<file path="src/rtl/qt_pkg.sv">
package qt_pkg;

    typedef enum logic [1:0] {
        OC_OFF    = 2'b00,
        OC_TOGGLE = 2'b01,
        OC_CLEAR  = 2'b10,
        OC_SET    = 2'b11
    } oc_act_e;

    localparam int REG_CTRL     = 0;
    localparam int REG_COUNT    = 1;
    localparam int REG_MODE     = 2;
    localparam int REG_FLAGS    = 3;
    localparam int REG_IEN      = 4;
    localparam int REG_ACC_CTRL = 5;
    localparam int REG_ACC_CNT  = 6;
    localparam int REG_CHAN     = 8;

endpackage

</file>
<file path="src/rtl/qt_prescaler.sv">
module qt_prescaler #(
    parameter int STAGES = 7,
    parameter int SEL_W  = 3
) (
    input  logic             clk,
    input  logic             rst_n,
    input  logic             en,
    input  logic [SEL_W-1:0] sel,
    output logic             tick
);
    typedef struct packed {
        logic [STAGES-1:0] div;
    } pre_st_t;

    pre_st_t st_d, st_q;
    logic [STAGES-1:0] mask;

    always_comb begin
        st_d = st_q;
        mask = STAGES'((32'd1 << sel) - 32'd1);
        tick = en && ((st_q.div & mask) == mask);
        if (en) begin
            st_d.div = st_q.div + 1'b1;
        end else begin
            st_d.div = '0;
        end
    end

    always_ff @(posedge clk or negedge rst_n) begin
        if (!rst_n) begin
            st_q <= '0;
        end else begin
            st_q <= st_d;
        end
    end

    AST_SLOW_TICK_SPACED: assert property (@(posedge clk) disable iff (!rst_n) (tick && sel != '0) |=> (!tick || sel != $past(sel)));

endmodule

</file>
<file path="src/rtl/qt_channel.sv">
module qt_channel
    import qt_pkg::*;
#(
    parameter int CNT_W = 16
) (
    input  logic             clk,
    input  logic             rst_n,
    input  logic             blocked,
    input  logic             cmp_mode,
    input  logic [1:0]       edge_sel,
    input  logic [1:0]       act,
    input  logic [CNT_W-1:0] cnt_q,
    input  logic             cnt_step,
    input  logic             val_wr,
    input  logic [CNT_W-1:0] val_wdata,
    input  logic             pin_i,
    output logic             pin_o,
    output logic             pin_oe,
    output logic [CNT_W-1:0] value,
    output logic             hit
);
    typedef struct packed {
        logic             pin;
        logic             out;
        logic [CNT_W-1:0] val;
    } ch_st_t;

    ch_st_t st_d, st_q;
    logic             rise, fall, cap_hit, cmp_hit;
    logic [CNT_W-1:0] cnt_inc;

    always_comb begin
        st_d    = st_q;
        cnt_inc = cnt_q + 1'b1;
        rise    = pin_i && !st_q.pin;
        fall    = !pin_i && st_q.pin;
        cap_hit = !blocked && !cmp_mode && ((edge_sel[0] && rise) || (edge_sel[1] && fall));
        cmp_hit = !blocked && cmp_mode && cnt_step && (cnt_inc == st_q.val);
        st_d.pin = pin_i;
        if (val_wr) begin
            st_d.val = val_wdata;
        end else if (cap_hit) begin
            st_d.val = cnt_q;
        end
        if (cmp_hit) begin
            case (oc_act_e'(act))
                OC_TOGGLE: st_d.out = !st_q.out;
                OC_CLEAR:  st_d.out = 1'b0;
                OC_SET:    st_d.out = 1'b1;
                default:   st_d.out = st_q.out;
            endcase
        end
    end

    assign hit    = cap_hit || cmp_hit;
    assign pin_o  = st_q.out;
    assign pin_oe = cmp_mode && !blocked && (oc_act_e'(act) != OC_OFF);
    assign value  = st_q.val;

    always_ff @(posedge clk or negedge rst_n) begin
        if (!rst_n) begin
            st_q <= '0;
        end else begin
            st_q <= st_d;
        end
    end

    AST_CAPTURE_LATCH: assert property (@(posedge clk) disable iff (!rst_n) (cap_hit && !val_wr) |=> (st_q.val == $past(cnt_q)));
    AST_OUT_ONLY_ON_MATCH: assert property (@(posedge clk) disable iff (!rst_n) !cmp_hit |=> $stable(st_q.out));
    AST_BLOCKED_KEEPS_VALUE: assert property (@(posedge clk) disable iff (!rst_n) (blocked && !val_wr) |=> $stable(st_q.val));

endmodule

</file>
<file path="src/rtl/qt_accum.sv">
module qt_accum #(
    parameter int CNT_W     = 16,
    parameter int GATE_LOG2 = 6
) (
    input  logic             clk,
    input  logic             rst_n,
    input  logic             en,
    input  logic             gated,
    input  logic             pol,
    input  logic             pin_i,
    input  logic             load,
    input  logic [CNT_W-1:0] load_data,
    output logic [CNT_W-1:0] count,
    output logic             wrap,
    output logic             evt
);
    typedef struct packed {
        logic                 pin;
        logic [GATE_LOG2-1:0] div;
        logic [CNT_W-1:0]     cnt;
    } acc_st_t;

    acc_st_t st_d, st_q;
    logic now_active, was_active, gate_tick, inc;

    always_comb begin
        st_d       = st_q;
        now_active = pin_i ^ pol;
        was_active = st_q.pin ^ pol;
        gate_tick  = en && gated && (st_q.div == '1);
        if (gated) begin
            inc = gate_tick && now_active;
            evt = en && was_active && !now_active;
        end else begin
            inc = en && now_active && !was_active;
            evt = inc;
        end
        wrap     = inc && !load && (st_q.cnt == '1);
        st_d.pin = pin_i;
        st_d.div = (en && gated) ? st_q.div + 1'b1 : '0;
        if (load) begin
            st_d.cnt = load_data;
        end else if (inc) begin
            st_d.cnt = st_q.cnt + 1'b1;
        end
    end

    assign count = st_q.cnt;

    always_ff @(posedge clk or negedge rst_n) begin
        if (!rst_n) begin
            st_q <= '0;
        end else begin
            st_q <= st_d;
        end
    end

    AST_ACC_IDLE: assert property (@(posedge clk) disable iff (!rst_n) (!inc && !load) |=> $stable(st_q.cnt));
    AST_ACC_STEP: assert property (@(posedge clk) disable iff (!rst_n) (inc && !load) |=> (st_q.cnt == $past(st_q.cnt) + 1'b1));
    AST_GATE_TICK_SPACED: assert property (@(posedge clk) disable iff (!rst_n) gate_tick |=> !gate_tick);

endmodule

</file>
<file path="src/rtl/quad_timer.sv">
module quad_timer
    import qt_pkg::*;
#(
    parameter int CNT_W      = 16,
    parameter int NUM_CH     = 4,
    parameter int PRE_STAGES = 7,
    parameter int GATE_LOG2  = 6,
    parameter int ADDR_W     = 4,
    parameter int DATA_W     = 32
) (
    input  logic              clk,
    input  logic              rst_n,
    input  logic              bus_we,
    input  logic [ADDR_W-1:0] bus_addr,
    input  logic [DATA_W-1:0] bus_wdata,
    output logic [DATA_W-1:0] bus_rdata,
    input  logic [NUM_CH-1:0] pin_i,
    output logic [NUM_CH-1:0] pin_o,
    output logic [NUM_CH-1:0] pin_oe,
    output logic              irq
);
    localparam int SEL_W    = $clog2(PRE_STAGES + 1);
    localparam int FLAG_W   = NUM_CH + 3;
    localparam int ACC_CH   = NUM_CH - 1;
    localparam int F_OVF    = NUM_CH;
    localparam int F_WRAP   = NUM_CH + 1;
    localparam int F_ACC    = NUM_CH + 2;
    localparam int EDGE_LSB = NUM_CH;
    localparam int ACT_LSB  = 3 * NUM_CH;

    typedef struct packed {
        logic                  run;
        logic [SEL_W-1:0]      sel;
        logic [CNT_W-1:0]      cnt;
        logic [NUM_CH-1:0]     cmp_mode;
        logic [2*NUM_CH-1:0]   edge_sel;
        logic [2*NUM_CH-1:0]   act;
        logic [FLAG_W-1:0]     flags;
        logic [FLAG_W-1:0]     ien;
        logic                  acc_en;
        logic                  acc_gated;
        logic                  acc_pol;
    } top_st_t;

    top_st_t st_d, st_q;

    logic wr_ctrl, wr_cnt, wr_mode, wr_flags, wr_ien, wr_acc_ctrl, wr_acc_cnt;
    logic pre_tick, cnt_step;
    logic [NUM_CH-1:0] ch_hit;
    logic [CNT_W-1:0]  ch_val [NUM_CH];
    logic [CNT_W-1:0]  acc_cnt;
    logic              acc_wrap, acc_evt;
    logic [FLAG_W-1:0] flag_set, flag_clr;

    assign wr_ctrl     = bus_we && (bus_addr == ADDR_W'(REG_CTRL));
    assign wr_cnt      = bus_we && (bus_addr == ADDR_W'(REG_COUNT));
    assign wr_mode     = bus_we && (bus_addr == ADDR_W'(REG_MODE));
    assign wr_flags    = bus_we && (bus_addr == ADDR_W'(REG_FLAGS));
    assign wr_ien      = bus_we && (bus_addr == ADDR_W'(REG_IEN));
    assign wr_acc_ctrl = bus_we && (bus_addr == ADDR_W'(REG_ACC_CTRL));
    assign wr_acc_cnt  = bus_we && (bus_addr == ADDR_W'(REG_ACC_CNT));
    assign cnt_step    = pre_tick && !wr_cnt;

    qt_prescaler #(
        .STAGES (PRE_STAGES),
        .SEL_W  (SEL_W)
    ) u_pre (
        .clk  (clk),
        .rst_n(rst_n),
        .en   (st_q.run),
        .sel  (st_q.sel),
        .tick (pre_tick)
    );

    for (genvar i = 0; i < NUM_CH; i++) begin : g_ch
        localparam bit IS_ACC = (i == ACC_CH);
        qt_channel #(
            .CNT_W(CNT_W)
        ) u_ch (
            .clk      (clk),
            .rst_n    (rst_n),
            .blocked  (IS_ACC && st_q.acc_en),
            .cmp_mode (st_q.cmp_mode[i]),
            .edge_sel (st_q.edge_sel[2*i +: 2]),
            .act      (st_q.act[2*i +: 2]),
            .cnt_q    (st_q.cnt),
            .cnt_step (cnt_step),
            .val_wr   (bus_we && (bus_addr == ADDR_W'(REG_CHAN + i))),
            .val_wdata(bus_wdata[CNT_W-1:0]),
            .pin_i    (pin_i[i]),
            .pin_o    (pin_o[i]),
            .pin_oe   (pin_oe[i]),
            .value    (ch_val[i]),
            .hit      (ch_hit[i])
        );
    end

    qt_accum #(
        .CNT_W    (CNT_W),
        .GATE_LOG2(GATE_LOG2)
    ) u_acc (
        .clk      (clk),
        .rst_n    (rst_n),
        .en       (st_q.acc_en),
        .gated    (st_q.acc_gated),
        .pol      (st_q.acc_pol),
        .pin_i    (pin_i[ACC_CH]),
        .load     (wr_acc_cnt),
        .load_data(bus_wdata[CNT_W-1:0]),
        .count    (acc_cnt),
        .wrap     (acc_wrap),
        .evt      (acc_evt)
    );

    always_comb begin
        st_d = st_q;
        if (wr_ctrl) begin
            st_d.run = bus_wdata[0];
            st_d.sel = bus_wdata[SEL_W:1];
        end
        if (wr_cnt) begin
            st_d.cnt = bus_wdata[CNT_W-1:0];
        end else if (pre_tick) begin
            st_d.cnt = st_q.cnt + 1'b1;
        end
        if (wr_mode) begin
            st_d.cmp_mode = bus_wdata[NUM_CH-1:0];
            st_d.edge_sel = bus_wdata[EDGE_LSB +: 2*NUM_CH];
            st_d.act      = bus_wdata[ACT_LSB +: 2*NUM_CH];
        end
        if (wr_ien) begin
            st_d.ien = bus_wdata[FLAG_W-1:0];
        end
        if (wr_acc_ctrl) begin
            st_d.acc_en    = bus_wdata[0];
            st_d.acc_gated = bus_wdata[1];
            st_d.acc_pol   = bus_wdata[2];
        end
        flag_set                 = '0;
        flag_set[NUM_CH-1:0]     = ch_hit;
        flag_set[F_OVF]          = cnt_step && (st_q.cnt == '1);
        flag_set[F_WRAP]         = acc_wrap;
        flag_set[F_ACC]          = acc_evt;
        flag_clr                 = wr_flags ? bus_wdata[FLAG_W-1:0] : '0;
        st_d.flags               = (st_q.flags & ~flag_clr) | flag_set;
    end

    always_comb begin
        bus_rdata = '0;
        if (bus_addr == ADDR_W'(REG_CTRL)) begin
            bus_rdata[SEL_W:0] = {st_q.sel, st_q.run};
        end else if (bus_addr == ADDR_W'(REG_COUNT)) begin
            bus_rdata[CNT_W-1:0] = st_q.cnt;
        end else if (bus_addr == ADDR_W'(REG_MODE)) begin
            bus_rdata[5*NUM_CH-1:0] = {st_q.act, st_q.edge_sel, st_q.cmp_mode};
        end else if (bus_addr == ADDR_W'(REG_FLAGS)) begin
            bus_rdata[FLAG_W-1:0] = st_q.flags;
        end else if (bus_addr == ADDR_W'(REG_IEN)) begin
            bus_rdata[FLAG_W-1:0] = st_q.ien;
        end else if (bus_addr == ADDR_W'(REG_ACC_CTRL)) begin
            bus_rdata[2:0] = {st_q.acc_pol, st_q.acc_gated, st_q.acc_en};
        end else if (bus_addr == ADDR_W'(REG_ACC_CNT)) begin
            bus_rdata[CNT_W-1:0] = acc_cnt;
        end else begin
            for (int i = 0; i < NUM_CH; i++) begin
                if (bus_addr == ADDR_W'(REG_CHAN + i)) begin
                    bus_rdata[CNT_W-1:0] = ch_val[i];
                end
            end
        end
    end

    assign irq = |(st_q.flags & st_q.ien);

    always_ff @(posedge clk or negedge rst_n) begin
        if (!rst_n) begin
            st_q <= '0;
        end else begin
            st_q <= st_d;
        end
    end

    AST_CNT_HOLD: assert property (@(posedge clk) disable iff (!rst_n) (!pre_tick && !wr_cnt) |=> $stable(st_q.cnt));
    AST_CNT_STEP: assert property (@(posedge clk) disable iff (!rst_n) (pre_tick && !wr_cnt) |=> (st_q.cnt == $past(st_q.cnt) + 1'b1));
    AST_STOPPED_NO_TICK: assert property (@(posedge clk) disable iff (!rst_n) !st_q.run |-> !pre_tick);
    AST_OVF_FLAG: assert property (@(posedge clk) disable iff (!rst_n) (pre_tick && !wr_cnt && st_q.cnt == '1) |=> st_q.flags[F_OVF]);
    AST_ACC_WRAP_FLAG: assert property (@(posedge clk) disable iff (!rst_n) acc_wrap |=> st_q.flags[F_WRAP]);
    AST_HIT_WINS_CLEAR: assert property (@(posedge clk) disable iff (!rst_n) (|ch_hit) |=> ((st_q.flags[NUM_CH-1:0] & $past(ch_hit)) == $past(ch_hit)));

endmodule

</file>
<file path="config.mk">
export PLATFORM = sky130hd
export DESIGN_NAME = quad_timer
export DESIGN_NICKNAME = d
export VERILOG_FILES = /design/src/rtl/qt_pkg.sv /design/src/rtl/qt_prescaler.sv /design/src/rtl/qt_channel.sv /design/src/rtl/qt_accum.sv /design/src/rtl/quad_timer.sv
export SDC_FILE = /design/constraint.sdc
export NUM_CORES = 1
export LEC_CHECK = 0
export ABC_AREA = 1
export BUFFER_PORTS_ARGS = -buffer_cell sky130_fd_sc_hd__buf_2
export CORE_MARGIN = 4
export CORE_UTILIZATION = 55
export CTS_CLUSTER_DIAMETER = 50
export DETAILED_ROUTE_END_ITERATION = 10
export GPL_ROUTABILITY_DRIVEN = 0
export PLACE_DENSITY = 0.85
export SLEW_MARGIN = 20
export SYNTH_ARGS = -nofsm -noshare
export SYNTH_HDL_FRONTEND = slang
export SYNTH_SLANG_ARGS = --single-unit
</file>
<file path="constraint.sdc">
create_clock -name clk -period 2 [get_ports clk]
set_input_delay 0.4 -clock clk [delete_from_list [all_inputs] [get_ports clk]]
set_output_delay 0.4 -clock clk [all_outputs]
set_load 0.005 [all_outputs]
</file>
==> results.md, run 1 <==
- I/O pins: 84
- TritonCTS buffer count: 17
- Number of synthesis warnings: 0
- Yosys top cell area share: 0.3947
- FP Rows: 49
- Chip Width: 143.0 µm
- Die Height: 143.0 µm
- Top cells by area, synth: dfrtp_1, nand2_1, inv_1
- Worst EP Category: top-level output
- Area leader, netlist: dfrtp_1
- Tool error: [ERROR GRT-0232] Routing congestion too high. Check the congestion heatmap in the GUI.
- Starting Density: 0.5576
- Clock Path Buffers: 2
- #FFs+latches synth: 158
- H-tree Lvls: 4
- IO Port Bufs: 59
- Global Route Usage Sum: 0.6369
- Status: stopped before the end
- Clock sinks: 158
- Largest net degree at the start of global routing: 49
- Antenna violations before repair: 7
- Placed cell count: 1740
- Syn Inst Count: 1371
- Post-DP HPWL: 26.06 mm
- Worst_ep grt: bus_rdata[15]
- Seq/Total Area, Yosys: 0.3947
- Overflow after GRT: 1
- Avg Inst Size Synth: 7.306 µm²
- CTS Root Cell: clkbuf_16
- Exit stage: global routing
- Dpl ws: -0.4098 ns
- Synth unique cells: 44
- Cell Area, Synth: 10020 µm²
==> kinds of logic after synthesis <==
group | count (synthesis) | share of synthesized area
AND/OR/NAND/NOR | 631 | 0.2688
buffers and inverters | 241 | 0.1025
XOR/XNOR | 38 | 0.03397
other | 1 | 0.0003744
AO/OA/AOI/OAI | 297 | 0.1934
flip-flops | 158 | 0.3947
adder cells (fa/ha/maj) | 5 | 0.006245
==> what timing repair did <==
item / in CTS
gates cloned: 2
gates resized for setup: 194
hold buffers: 1
hold endpoints to repair: 33
pin swaps: 97
setup endpoints to repair: 43
buffers inserted: 42
==> routing by layer <==
metal,track usage,GRT overflow
met1,0.6344,0
met2,0.7876,0
met3,0.4943,1
met4,0.6163,0
met5,0.3254,0
==> through the flow <==
step | instance area (µm²) | utilization | TNS, ns
floorplan | 10060 | - | 0
global placement | 11440 | 0.6370 | -9.254
detailed placement | 11440 | 0.6370 | -12.39
CTS | 13130 | 0.7309 | -3.324
==> synthesized netlist by cell type, drive strengths merged <==
master   instances
nand3b           5
nand2          378
a22oi            2
o31ai            1
and3             1
conb             1
nor2           121
nand4           22
o2111ai          2
dfrtp          158
clkbuf          29
a22o             1
clkinv           3
ha               5
a211o            1
o21ai          108
a31oi            3
nand3           79
nor3            24
a221oi          15
o22ai           20
buf             45
nor4             1
o21bai           1
o211ai          48
a21oi           41
o311ai           1
o221ai          49
xnor2           14
a211oi           4
inv            164
xor2            24
==> run 2: changes to the inputs <==
--- a/config.mk
+++ b/config.mk
@@ -8,11 +8,10 @@
 export ABC_AREA = 1
 export BUFFER_PORTS_ARGS = -buffer_cell sky130_fd_sc_hd__buf_2
 export CORE_MARGIN = 4
-export CORE_UTILIZATION = 55
-export CTS_CLUSTER_DIAMETER = 50
+export CORE_UTILIZATION = 40
 export DETAILED_ROUTE_END_ITERATION = 10
 export GPL_ROUTABILITY_DRIVEN = 0
-export PLACE_DENSITY = 0.85
+export PLACE_DENSITY_LB_ADDON = 0.15
 export SLEW_MARGIN = 20
 export SYNTH_ARGS = -nofsm -noshare
 export SYNTH_HDL_FRONTEND = slang
==> constraint.sdc (replaced) <==
create_clock -name clk -period 2.6 [get_ports clk]
set_input_delay 0.52 -clock clk [delete_from_list [all_inputs] [get_ports clk]]
set_output_delay 0.52 -clock clk [all_outputs]
set_load 0.005 [all_outputs]
==> run 2 against run 1 <==
The run now ends clean. Area after synthesis stayed put. Synthesized cell count stayed put.
==> results.md, run 2 <==
- Fin crit share: 0.9712
- Worst rel slew slack: 0.5402
- IR drop worst, VDD: 0.0004331 V
- CTS tree: built
- LEAKAGE: 5.610 nW
- CP Data Arrival Time: 2.01 ns
- CP startpoint kind: input pin
- Crit Path Max Fanout: 5
- Commonest non-fill, non-tap cell in the layout: nand2_1
- Setup TNS: 0 ns
- Area leader, netlist: dfrtp_1 (unchanged)
- TritonCTS buffer count: 17 (unchanged)
- Remaining DRCs: 0
- Clock Path Buffers: 2 (unchanged)
- Post-DP HPWL: 28.00 mm (was 26.06 mm)
- RSZ-0062 raised after global routing: yes
- Slew Viols, Final: 0
- Final setup vio count: 0
- Switching Share: 0.4355
- Avg Inst Size Synth: 7.306 µm² (unchanged)
- Top post-synthesis cells by count: nand2_1, dfrtp_1, inv_1 (unchanged)
- Status: completed (was stopped before the end)
- Core Region: 24460 µm²
- Number of synthesized flops with an enable pin: 0 (unchanged)
- Reg2Reg Setup Slack: 0.20 ns
- Syn Inst Count: 1371 (unchanged)
- Placed cell count: 1787 (was 1740)
- Cell Area, Synth: 10020 µm² (unchanged)
- NetSw: 5.285 mW
- Nets: 1533
- Pwr dens: 1009 nW/µm²
- Yosys top cell area share: 0.3947 (unchanged)
- Comb pwr share: 0.436
- FP Rows: 57 (was 49)
- ANT cells: 0
- #FFs+latches synth: 158 (unchanged)
- Final hold vios: 0
- Max reg flops: 64
- Placed inst area: 11160 µm² (was 11440 µm²)
- Total Die Area: 27640 µm²
- Critical Path RT: 2.08 ns
- IO Port Bufs: 59 (unchanged)
- Worst Reg2Reg Path Length in Cells: 14
- Hold Buf Count CTS: 0 (was 1)
- Tot Pwr: 12.13 mW
- Crit end category: output pin
- First-pass GRT wire length: 58.56 mm
- Synth unique cells: 44 (unchanged)
- Fmax: 0.3960 GHz
- Finished Cell Area: 12030 µm²
- Synth async-reset ratio: 1.000 (unchanged)
- Reg2reg end: g_ch[3].u_ch.pin_o
- Die Height: 166.3 µm (was 143.0 µm)
- Router iterations before antenna repair: 6
- Via count: 10350
- Most frequent cells in the layout: nand2_1, dfrtp_1, inv_1
- Sequential share of power: 0.345
- Final Skew: 0.01490 ns
- Synthesis-to-layout area growth: 20.05%
- I/O pins: 84 (unchanged)
- WS Path Type: input pin to output pin
- Antenna violations before repair: 0
- Worst-margin pin slew: 0.6872 ns
- Max Cap Viol: 0
- Starting Density: 0.4095 (was 0.5576)
- Final Util: 0.4916
- CTS Root Cell: clkbuf_16 (unchanged)
- Chip Width: 166.3 µm (was 143.0 µm)
- Clock network power share: 0.219
- Worst hold path type: input pin to asynchronous set/reset pin
- Ys flop type: dfrtp_1 (unchanged)
- Global Route Usage Sum: 0.2725
- Vias per cell: 5.681
- Clock Pin Slew Worst Setup and Hold Paths: 0.07 ns
- Reg2Reg Launch Point: st_q[38]
- Vias in the first global route: 9572
- Seq/Total Area, Yosys: 0.3947 (unchanged)
- Overflow after GRT: 0
- Final std cells w/o fill: 1822
- Antenna viol nets, final: 0
- Worst-Skew Late Latency: 0.45 ns
- WL final: 38.31 mm
- H-tree Lvls: 4 (unchanged)
- Final min period: 2.525 ns
- Share of layout cells above drive strength 1: 0.1802
- Clock sinks: 158 (unchanged)
- Top cells by area, synth: dfrtp_1, nand2_1, inv_1 (unchanged)
- Number of synthesis warnings: 0 (unchanged)
- Largest net degree at the start of global routing: 56
- Most frequent cell after synthesis: nand2_1 (unchanged)
- Iteration-0 DRC Markers: 1228
- P_int: 6.850 mW
- Filler cells: 2358
- Wire length per cell: 21.02 µm
-- run 2: cell counts after synthesis --
Identical to the previous run, type by type.
-- run 2: cells by family (layout without fill, tap and decap cells) --
| logic type | Yosys count | in the layout | synth area share |
|---|---|---|---|
| DFF | 158 | 158 | 0.3947 |
| adders and majority gates | 5 | 5 | 0.006245 |
| other | 1 | 12 | 0.0003744 |
| and+or+nand+nor | 631 | 631 | 0.2688 |
| buffers and inverters | 241 | 357 | 0.1025 |
| xor gates and xnor gates | 38 | 38 | 0.03397 |
| AOI/OAI and AO/OA | 297 | 297 | 0.1934 |
-- run 2: power by group through the flow --
stage	logic (mW)	registers, mW	clock network (mW)
5_1_grt	5.86	4.28	2.79
3_5_place_dp	5.11	4.18	0
2_1_floorplan	3.57	3.84	0
3_3_place_gp	5.03	4.16	0
4_1_cts	5.14	4.14	2.66
6_report	5.29	4.18	2.66
-- run 2: final cells by class --
cell class / count / area, µm² / area share
inverter: 167 / 635.6 / 0.05286
clock buffer: 21 / 480.5 / 0.03995
sequential: 158 / 3956 / 0.3290
clock inverter: 11 / 130.1 / 0.01082
tap: 324 / 405.4 / 0.03371
timing repair buffer: 158 / 1189 / 0.09884
multi-input combinational: 983 / 5229 / 0.4348
-- run 2: repair_timing --
| action | CTS | global route |
|---|---|---|
| pin swaps | 0 | 13 |
| buffers inserted | 4 | 0 |
| endpoints found under the setup margin | 11 | 18 |
| gates resized for setup | 14 | 58 |
| cloned | 1 | 1 |
-- run 2: worst max-delay path by stage --
stage,from,endpoint,slack [ns],cells past startpoint
floorplan,bus_addr[3],bus_rdata[3],0.35,11
global placement,bus_addr[2],bus_rdata[10],-0.14,14
detailed placement,bus_addr[2],bus_rdata[10],-0.14,14
CTS,bus_addr[3],bus_rdata[10],-0.03,15
global route,bus_addr[3],bus_rdata[7],-0.04,13
finish,bus_addr[3],bus_rdata[4],0.07,14
-- run 2: metal layers --
metal	vias to the layer above	GRT usage	routed length (µm)
li1	4816	-	-
met1	4954	0.3871	16650
met2	502	0.4158	16850
met3	78	0.05356	3593
met4	0	0.09676	1209
met5	-	0	0
-- run 2: worst max-delay path: stages --
cell and delay (ns):
buf_6 0.07, inv_2 0.04, nor2_4 0.16, inv_2 0.06
buf_4 0.13, nor2_4 0.16, buf_6 0.17, a21oi_1 0.07
o211ai_1 0.14, o21ai_0 0.15, nand3_1 0.10, o21ai_2 0.07
inv_1 0.05, buf_2 0.10
-- run 2: metrics by stage --
step / hold WS, ns / worst slack, ns
after floorplan: 0.2244 / 0.3500
after global placement: 0.4514 / -0.1423
after detailed placement: 0.4642 / -0.1430
after CTS: 0.04646 / -0.02753
after global routing: 0.06711 / -0.03557
final: 0.01718 / 0.07492
No activity file was read; power rests on OpenSTA's default activity.
